===== src/rtl/agg_cache_pkg.sv =====
`timescale 1ns/1ps
package agg_cache_pkg;
  typedef enum logic [1:0] {
    ST_IDLE  = 2'd0,
    ST_FETCH = 2'd1,
    ST_WAIT  = 2'd2,
    ST_RESP  = 2'd3
  } agg_state_e;
endpackage


===== src/rtl/agg_lru_store.sv =====
`timescale 1ns/1ps
// Fully associative tag/data store with age-based LRU (age 0 = most recent).
module agg_lru_store #(
  parameter int TAG_W  = 8,
  parameter int DATA_W = 64,
  parameter int WAYS   = 4,
  parameter int PORTS  = 2
) (
  input  logic                           clk,
  input  logic                           rst_n,
  input  logic [PORTS-1:0][TAG_W-1:0]    lk_tag,
  output logic [PORTS-1:0]               lk_hit,
  output logic [PORTS-1:0][DATA_W-1:0]   lk_data,
  input  logic [PORTS-1:0]               lk_touch,
  input  logic                           fill_en,
  input  logic [TAG_W-1:0]               fill_tag,
  input  logic [DATA_W-1:0]              fill_data
);
  localparam int AGE_W = (WAYS > 1) ? $clog2(WAYS) : 1;
  localparam logic [AGE_W-1:0] AGE_OLDEST = AGE_W'(WAYS - 1);

  logic [WAYS-1:0]   vld_q;
  logic [TAG_W-1:0]  tag_q [WAYS];
  logic [DATA_W-1:0] dat_q [WAYS];
  logic [AGE_W-1:0]  age_q [WAYS];
  logic [AGE_W-1:0]  age_d [WAYS];
  logic [AGE_W-1:0]  hit_way [PORTS];
  logic [AGE_W-1:0]  vic_way;
  logic              vic_found;
  logic [AGE_W-1:0]  ref_age;

  for (genvar p = 0; p < PORTS; p++) begin : g_port
    logic              hit_l;
    logic [AGE_W-1:0]  way_l;
    logic [DATA_W-1:0] dat_l;
    always_comb begin
      hit_l = 1'b0;
      way_l = '0;
      dat_l = '0;
      for (int i = 0; i < WAYS; i++) begin
        if (vld_q[i] && (tag_q[i] == lk_tag[p]) && !hit_l) begin
          hit_l = 1'b1;
          way_l = AGE_W'(i);
          dat_l = dat_q[i];
        end
      end
    end
    assign lk_hit[p]  = hit_l;
    assign lk_data[p] = dat_l;
    assign hit_way[p] = way_l;
  end

  // Victim: lowest empty way, otherwise the oldest way.
  always_comb begin
    vic_way   = '0;
    vic_found = 1'b0;
    for (int i = 0; i < WAYS; i++) begin
      if (!vld_q[i] && !vic_found) begin
        vic_way   = AGE_W'(i);
        vic_found = 1'b1;
      end
    end
    if (!vic_found) begin
      for (int i = 0; i < WAYS; i++) begin
        if (age_q[i] == AGE_OLDEST) vic_way = AGE_W'(i);
      end
    end
  end

  // Touches apply in port order, then a fill touches the victim.
  always_comb begin
    ref_age = '0;
    for (int i = 0; i < WAYS; i++) age_d[i] = age_q[i];
    for (int p = 0; p < PORTS; p++) begin
      if (lk_touch[p] && lk_hit[p]) begin
        ref_age = age_d[hit_way[p]];
        for (int i = 0; i < WAYS; i++) begin
          if (age_d[i] < ref_age) age_d[i] = age_d[i] + 1'b1;
        end
        age_d[hit_way[p]] = '0;
      end
    end
    if (fill_en) begin
      ref_age = age_d[vic_way];
      for (int i = 0; i < WAYS; i++) begin
        if (age_d[i] < ref_age) age_d[i] = age_d[i] + 1'b1;
      end
      age_d[vic_way] = '0;
    end
  end

  always_ff @(posedge clk) begin
    if (!rst_n) begin
      vld_q <= '0;
      for (int i = 0; i < WAYS; i++) age_q[i] <= AGE_W'(i);
    end else begin
      for (int i = 0; i < WAYS; i++) age_q[i] <= age_d[i];
      if (fill_en) vld_q[vic_way] <= 1'b1;
    end
  end

  always_ff @(posedge clk) begin
    if (fill_en) begin
      tag_q[vic_way] <= fill_tag;
      dat_q[vic_way] <= fill_data;
    end
  end
endmodule


===== src/rtl/agg_vec_add.sv =====
`timescale 1ns/1ps
// Lane-wise three-input adder, each lane wraps modulo 2^ELEM_W.
module agg_vec_add #(
  parameter int LANES  = 4,
  parameter int ELEM_W = 16
) (
  input  logic [LANES*ELEM_W-1:0] in0,
  input  logic [LANES*ELEM_W-1:0] in1,
  input  logic [LANES*ELEM_W-1:0] in2,
  output logic [LANES*ELEM_W-1:0] sum
);
  for (genvar l = 0; l < LANES; l++) begin : g_lane
    assign sum[l*ELEM_W +: ELEM_W] = in0[l*ELEM_W +: ELEM_W]
                                   + in1[l*ELEM_W +: ELEM_W]
                                   + in2[l*ELEM_W +: ELEM_W];
  end
endmodule


===== src/rtl/agg_reuse_cache.sv =====
`timescale 1ns/1ps
module agg_reuse_cache
  import agg_cache_pkg::*;
#(
  parameter int NODE_W    = 8,
  parameter int ELEM_W    = 16,
  parameter int LANES     = 4,
  parameter int FEAT_WAYS = 4,
  parameter int PAIR_WAYS = 4
) (
  input  logic                    clk,
  input  logic                    rst_n,
  input  logic                    reuse_en,
  input  logic                    req_valid,
  output logic                    req_ready,
  input  logic                    req_pair,
  input  logic [NODE_W-1:0]       req_node_a,
  input  logic [NODE_W-1:0]       req_node_b,
  input  logic                    req_keep,
  output logic                    rsp_valid,
  input  logic                    rsp_ready,
  output logic [LANES*ELEM_W-1:0] rsp_data,
  output logic                    rsp_pair_hit,
  output logic                    mem_req_valid,
  input  logic                    mem_req_ready,
  output logic [NODE_W-1:0]       mem_req_node,
  input  logic                    mem_rsp_valid,
  output logic                    mem_rsp_ready,
  input  logic [LANES*ELEM_W-1:0] mem_rsp_data
);
  localparam int VEC_W  = LANES * ELEM_W;
  localparam int PKEY_W = 2 * NODE_W;

  agg_state_e         state_q;
  logic [NODE_W-1:0]  a_q, b_q, fnode_q;
  logic [PKEY_W-1:0]  pkey_q;
  logic               keep_q, cur_a_q, miss_b_q, phit_q;
  logic [VEC_W-1:0]   acc_q;

  // Lookup and control signals
  logic               accept, use_phit, miss_a0, miss_b0, dup, more, mem_done;
  logic [PKEY_W-1:0]  pkey;
  logic [1:0][NODE_W-1:0] f_tag;
  logic [1:0]         f_hit, f_touch;
  logic [1:0][VEC_W-1:0] f_data;
  logic [0:0][PKEY_W-1:0] p_tag;
  logic [0:0]         p_hit, p_touch;
  logic [0:0][VEC_W-1:0] p_data;
  logic               p_fill_en, fill_idle, fill_wait;
  logic [PKEY_W-1:0]  p_fill_tag;
  logic [VEC_W-1:0]   p_fill_data;
  logic [VEC_W-1:0]   init_a, init_b, init_sum, dup_add, wait_sum;

  assign req_ready = (state_q == ST_IDLE);
  assign accept    = req_valid && req_ready;
  assign pkey      = (req_node_a < req_node_b) ? {req_node_a, req_node_b}
                                               : {req_node_b, req_node_a};

  assign f_tag[0]  = req_node_a;
  assign f_tag[1]  = req_node_b;
  assign p_tag[0]  = pkey;

  assign use_phit   = req_pair && reuse_en && p_hit[0];
  assign p_touch[0] = accept && use_phit;
  assign f_touch[0] = accept && !use_phit && f_hit[0];
  assign f_touch[1] = accept && !use_phit && req_pair && f_hit[1];
  assign miss_a0    = !f_hit[0];
  assign miss_b0    = req_pair && !f_hit[1];

  assign init_a   = f_hit[0] ? f_data[0] : '0;
  assign init_b   = (req_pair && f_hit[1]) ? f_data[1] : '0;
  assign mem_done = (state_q == ST_WAIT) && mem_rsp_valid;
  assign dup      = cur_a_q && miss_b_q && (b_q == a_q);
  assign more     = cur_a_q && miss_b_q && !dup;
  assign dup_add  = dup ? mem_rsp_data : '0;

  assign fill_idle   = accept && !use_phit && !miss_a0 && !miss_b0 &&
                       req_pair && reuse_en && req_keep;
  assign fill_wait   = mem_done && !more && keep_q;
  assign p_fill_en   = fill_idle || fill_wait;
  assign p_fill_tag  = fill_idle ? pkey : pkey_q;
  assign p_fill_data = fill_idle ? init_sum : wait_sum;

  agg_lru_store #(.TAG_W(NODE_W), .DATA_W(VEC_W), .WAYS(FEAT_WAYS), .PORTS(2)) u_feat (
    .clk(clk), .rst_n(rst_n),
    .lk_tag(f_tag), .lk_hit(f_hit), .lk_data(f_data), .lk_touch(f_touch),
    .fill_en(mem_done), .fill_tag(fnode_q), .fill_data(mem_rsp_data)
  );

  agg_lru_store #(.TAG_W(PKEY_W), .DATA_W(VEC_W), .WAYS(PAIR_WAYS), .PORTS(1)) u_pair (
    .clk(clk), .rst_n(rst_n),
    .lk_tag(p_tag), .lk_hit(p_hit), .lk_data(p_data), .lk_touch(p_touch),
    .fill_en(p_fill_en), .fill_tag(p_fill_tag), .fill_data(p_fill_data)
  );

  agg_vec_add #(.LANES(LANES), .ELEM_W(ELEM_W)) u_add_init (
    .in0(init_a), .in1(init_b), .in2('0), .sum(init_sum)
  );

  agg_vec_add #(.LANES(LANES), .ELEM_W(ELEM_W)) u_add_wait (
    .in0(acc_q), .in1(mem_rsp_data), .in2(dup_add), .sum(wait_sum)
  );

  always_ff @(posedge clk) begin
    if (!rst_n) begin
      state_q  <= ST_IDLE;
      a_q      <= '0;
      b_q      <= '0;
      fnode_q  <= '0;
      pkey_q   <= '0;
      keep_q   <= 1'b0;
      cur_a_q  <= 1'b0;
      miss_b_q <= 1'b0;
      phit_q   <= 1'b0;
      acc_q    <= '0;
    end else begin
      unique case (state_q)
        ST_IDLE: if (accept) begin
          a_q    <= req_node_a;
          b_q    <= req_node_b;
          pkey_q <= pkey;
          keep_q <= req_pair && reuse_en && req_keep;
          if (use_phit) begin
            acc_q   <= p_data[0];
            phit_q  <= 1'b1;
            state_q <= ST_RESP;
          end else begin
            acc_q    <= init_sum;
            phit_q   <= 1'b0;
            miss_b_q <= miss_b0;
            if (miss_a0) begin
              fnode_q <= req_node_a;
              cur_a_q <= 1'b1;
              state_q <= ST_FETCH;
            end else if (miss_b0) begin
              fnode_q <= req_node_b;
              cur_a_q <= 1'b0;
              state_q <= ST_FETCH;
            end else begin
              state_q <= ST_RESP;
            end
          end
        end
        ST_FETCH: if (mem_req_ready) state_q <= ST_WAIT;
        ST_WAIT: if (mem_rsp_valid) begin
          acc_q <= wait_sum;
          if (more) begin
            fnode_q <= b_q;
            cur_a_q <= 1'b0;
            state_q <= ST_FETCH;
          end else begin
            state_q <= ST_RESP;
          end
        end
        ST_RESP: if (rsp_ready) state_q <= ST_IDLE;
        default: state_q <= ST_IDLE;
      endcase
    end
  end

  assign rsp_valid     = (state_q == ST_RESP);
  assign rsp_data      = acc_q;
  assign rsp_pair_hit  = phit_q;
  assign mem_req_valid = (state_q == ST_FETCH);
  assign mem_req_node  = fnode_q;
  assign mem_rsp_ready = (state_q == ST_WAIT);
endmodule


===== config.mk =====
export PLATFORM = sky130hd
export DESIGN_NAME = agg_reuse_cache
export DESIGN_NICKNAME = d
export VERILOG_FILES = /design/src/rtl/agg_cache_pkg.sv /design/src/rtl/agg_lru_store.sv /design/src/rtl/agg_vec_add.sv /design/src/rtl/agg_reuse_cache.sv
export SDC_FILE = /design/constraint.sdc
export NUM_CORES = 2
export LEC_CHECK = 0
export BUFFER_PORTS_ARGS = -buffer_cell sky130_fd_sc_hd__buf_2
export CORE_ASPECT_RATIO = 1.25
export CORE_MARGIN = 1
export CORE_UTILIZATION = 55
export DETAILED_ROUTE_END_ITERATION = 10
export HOLD_SLACK_MARGIN = 0.1
export PLACE_DENSITY = 0.72
export SYNTH_ARGS = -nofsm -noshare
export SYNTH_HDL_FRONTEND = slang
export SYNTH_SLANG_ARGS = --single-unit
export TNS_END_PERCENT = 10

===== constraint.sdc =====
create_clock -name clk -period 21.2 [get_ports clk]
set_clock_uncertainty 0.2 [all_clocks]
set_input_delay 2.12 -clock clk [delete_from_list [all_inputs] [get_ports clk]]
set_output_delay 2.12 -clock clk [all_outputs]
set_load 0.02 [all_outputs]

==> impl_metrics.yaml <==
power_and_ir_drop:
  powerDensity_nw_per_um2: 79.9
  finalPower_mw: 3.62
  ir_drop_mv: 0.0832
  cellLeakagePower_nw: 16.6
sta:
  worst_slack_ps: 10170
  period_share_pct: 52.1
  final.setup.tns_ps: 0
  setup_viol: 0
  min_period_ps: 11030
  hold_viol_final: 0
  worstMarginPinSlew_ps: 1050
  max_freq_mhz: 90.6
  maxSlewViolCount: 0
  rsz0062_at_grt: "false"
  slew_headroom_pct: 29.2
  holdWs_ps: 263
floorplan:
  row_count: 111
  fp.coreArea_um2: 73500
  die_w_um: 246
  start_util_pct: 55.8
  die-area_um2: 75600
  ios: 166
  die_h_um: 307
worst_setup_path:
  startpoint_type: "input port"
  arrival_ps: 11330
  cp_common_cell: "ha_1"
  worst-r2r-cell-count: 25
  cp_max_fo: 66
  critPathKind: "in2reg"
  cp-end-kind: "flip-flop"
  cpMaxStageDelayCell: "a21oi_2"
  crit_required_ps: 21490
  cpPeakStageDelay_ps: 760
job:
  max-cap-violations: 0
global_routing:
  grt_max_degree: 83
  grt_pass1_wl_um: 193000
  grt_util_all_layers_pct: 34.3
  grt_pass1_vias: 31100
  antenna_found_initial: 18
  grt-ovfl-total: 0
placed_design:
  place.gp.congestion: 0.968
  place_worst_setup_slack_ps: 9540
  portBuffers: 165
  post-dp-hpwl_um: 84900
  dp_cells: 4818
logic_synthesis:
  syn_avg_cell_area_um2: 10.6
  synth_flop_cell: "edfxtp_1"
  synth_area_leaders: "edfxtp_1 45%, dfxtp_1 6.5%, ha_1 4.6%"
  synth_top_cell_area_share_pct: 44.6
  ys_seq_area_share_pct: 51.1
  synth_area_um2: 41000
  yosys.area.top_type: "edfxtp_1"
  synth-edff-count: 608
  synthesis.nets: 4172
  ys_async_sr_fraction_pct: 0
  synth_cell_types: 91
  ys_ff_latch: 742
  syn_inst: 3864
  synth_warnings: 0
cells_and_area:
  drive_gt1_share_pct: 10.5
  multiInputGateArea_um2: 18900
  final_nets: 4243
  areaGrowthSynthToFinish_pct: 10.5
  fillers: 5885
  seq_area_um2: 20900
  final_cells: 4969
outcome:
  status: "completed"
clock_tree:
  numClockSinks: 742
  htreeDepth: 3
  clock_tree.root_cell: "clkbuf_16"
  clk_latency_ps: 640
  clkTransAtPathRegs_ps: 70
  cts_buffers: 75
  post_cts_resized: 0
  cts_setup_buffers: 0
  cts.path.max_buffers: 3
  ctsHoldBuffers: 0
  cts_tree: "done"
routing:
  first_pass_iters: 6
  routedWlPerCell_um: 26.3
  remaining_drc_errors: 0
  routed_wl_um: 131000
  num_vias: 32400
  vias_per_cell: 6.51
  first_iter_violations: 3777
  ant_nets: 0
hold_path:
  hp-class: "reg2reg"
  hold_depth: 2
-- flip-flops by register name, summed over array words and instances (netlist names) --
register / count
rsp_pair_hit: 1
keep_q: 1
state_q: 2
cur_a_q: 1
u_pair.age_q: 8
u_feat.vld_q: 4
u_feat.dat_q: 256
pkey_q: 16
u_pair.dat_q: 256
mem_req_node: 8
u_pair.tag_q: 64
rsp_data: 64
a_q: 8
u_pair.vld_q: 4
b_q: 8
u_feat.tag_q: 32
miss_b_q: 1
u_feat.age_q: 8
-- critical path, delay by kind of cell --
kind                     cells  cell delay, ps
AO/OA/AOI/OAI               10            3100
XOR/XNOR                     2             350
adder cells (fa/ha/maj)      3            1000
buffers and inverters        4            1550
multiplexers                 3             960
AND/OR/NAND/NOR              7            2190
-- cell usage in the layout, fill, tap and decap left out, types with 63 or more instances in the layout --
cell type  instances
a21oi_1          277
a221oi_1         168
and2_1            71
buf_2            165
buf_4             63
clkbuf_16         77
dfxtp_1          134
edfxtp_1         608
fa_1              68
ha_1             151
inv_1            121
mux2i_1           69
nand2_1          392
nand3_1          141
nor2_1           349
o21ai_0          166
xnor2_1          145
xor2_1            73
-- through the flow --
step	util, %	instance area [um^2]
4_1_cts	61.6	45300
3_5_place_dp	58.2	42800
3_3_place_gp	58.2	42800
2_1_floorplan	-	41000
6_report	61.6	45300
5_1_grt	61.6	45300
-- layer usage --
layer / GRT usage [%] / vias to the layer above / part of all wire [%]
li1: - / 14600 / -
met1: 42.9 / 15700 / 37
met2: 55.2 / 1706 / 47
met3: 7.28 / 345 / 10
met4: 19.5 / 6 / 5.4
met5: 0 / - / 0.021
-- final cells by class --
cell class / instances / area share (%)
Clock inverter: 35 / 0.890
Clock buffer: 103 / 4.56
Antenna cell: 13 / 0.0718
Sequential cell: 742 / 46.2
Inverter: 124 / 1.03
Tap cell: 960 / 2.65
Multi-Input combinational cell: 2763 / 41.6
Timing Repair Buffer: 229 / 2.91
-- final timing paths --
kind / from / to / slack [ps]
hold / removal: keep_q / keep_q / 260
hold reg to reg: keep_q / keep_q / 260
setup reg to reg: u_feat.tag_q[0][4] / u_feat.age_q[3][1] / 13320
setup / recovery: req_node_b[7] / u_feat.age_q[3][1] / 10170
-- report_power, final --
part / leakage [nW] / switching (mW) / internal (mW)
Sequential: 6.59 / 0.0484 / 1.68
Combinational: 8.81 / 0.373 / 0.174
Clock: 1.19 / 0.574 / 0.773
-- synthesized netlist by cell type, types with 10 or more instances --
| cell type | instances |
|---|---|
| a211oi_1 | 61 |
| a21boi_0 | 15 |
| a21o_1 | 48 |
| a21oi_1 | 277 |
| a221oi_1 | 168 |
| a22oi_1 | 41 |
| a311oi_1 | 31 |
| a31oi_1 | 29 |
| and2_1 | 73 |
| and3_1 | 16 |
| buf_1 | 47 |
| clkbuf_1 | 179 |
| dfxtp_1 | 134 |
| edfxtp_1 | 608 |
| fa_1 | 68 |
| ha_1 | 151 |
| inv_1 | 121 |
| mux2_2 | 10 |
| mux2i_1 | 69 |
| nand2_1 | 397 |
| nand2b_1 | 20 |
| nand3_1 | 141 |
| nand4_1 | 33 |
| nor2_1 | 358 |
| nor2b_1 | 43 |
| nor3_1 | 41 |
| nor4_1 | 16 |
| o211ai_1 | 19 |
| o21a_1 | 10 |
| o21ai_0 | 166 |
| o21ai_1 | 10 |
| o22ai_1 | 61 |
| or3_1 | 13 |
| xnor2_1 | 145 |
| xor2_1 | 73 |
-- logic make-up (layout without fill, tap and decap cells) --
| logic type | Yosys count | in the layout | share of synthesized area (%) |
|---|---|---|---|
| multiplexers | 85 | 85 | 2.25 |
| AND/OR/NAND/NOR | 1218 | 1218 | 13.9 |
| buffers and inverters | 359 | 491 | 3.33 |
| AO/OA/AOI/OAI | 1022 | 1022 | 16.8 |
| flip-flops | 742 | 742 | 51.1 |
| XOR/XNOR | 219 | 219 | 4.70 |
| adder cells (fa/ha/maj) | 219 | 219 | 7.93 |
| other | 0 | 13 | 0 |
(Power assumes the default switching activity.)
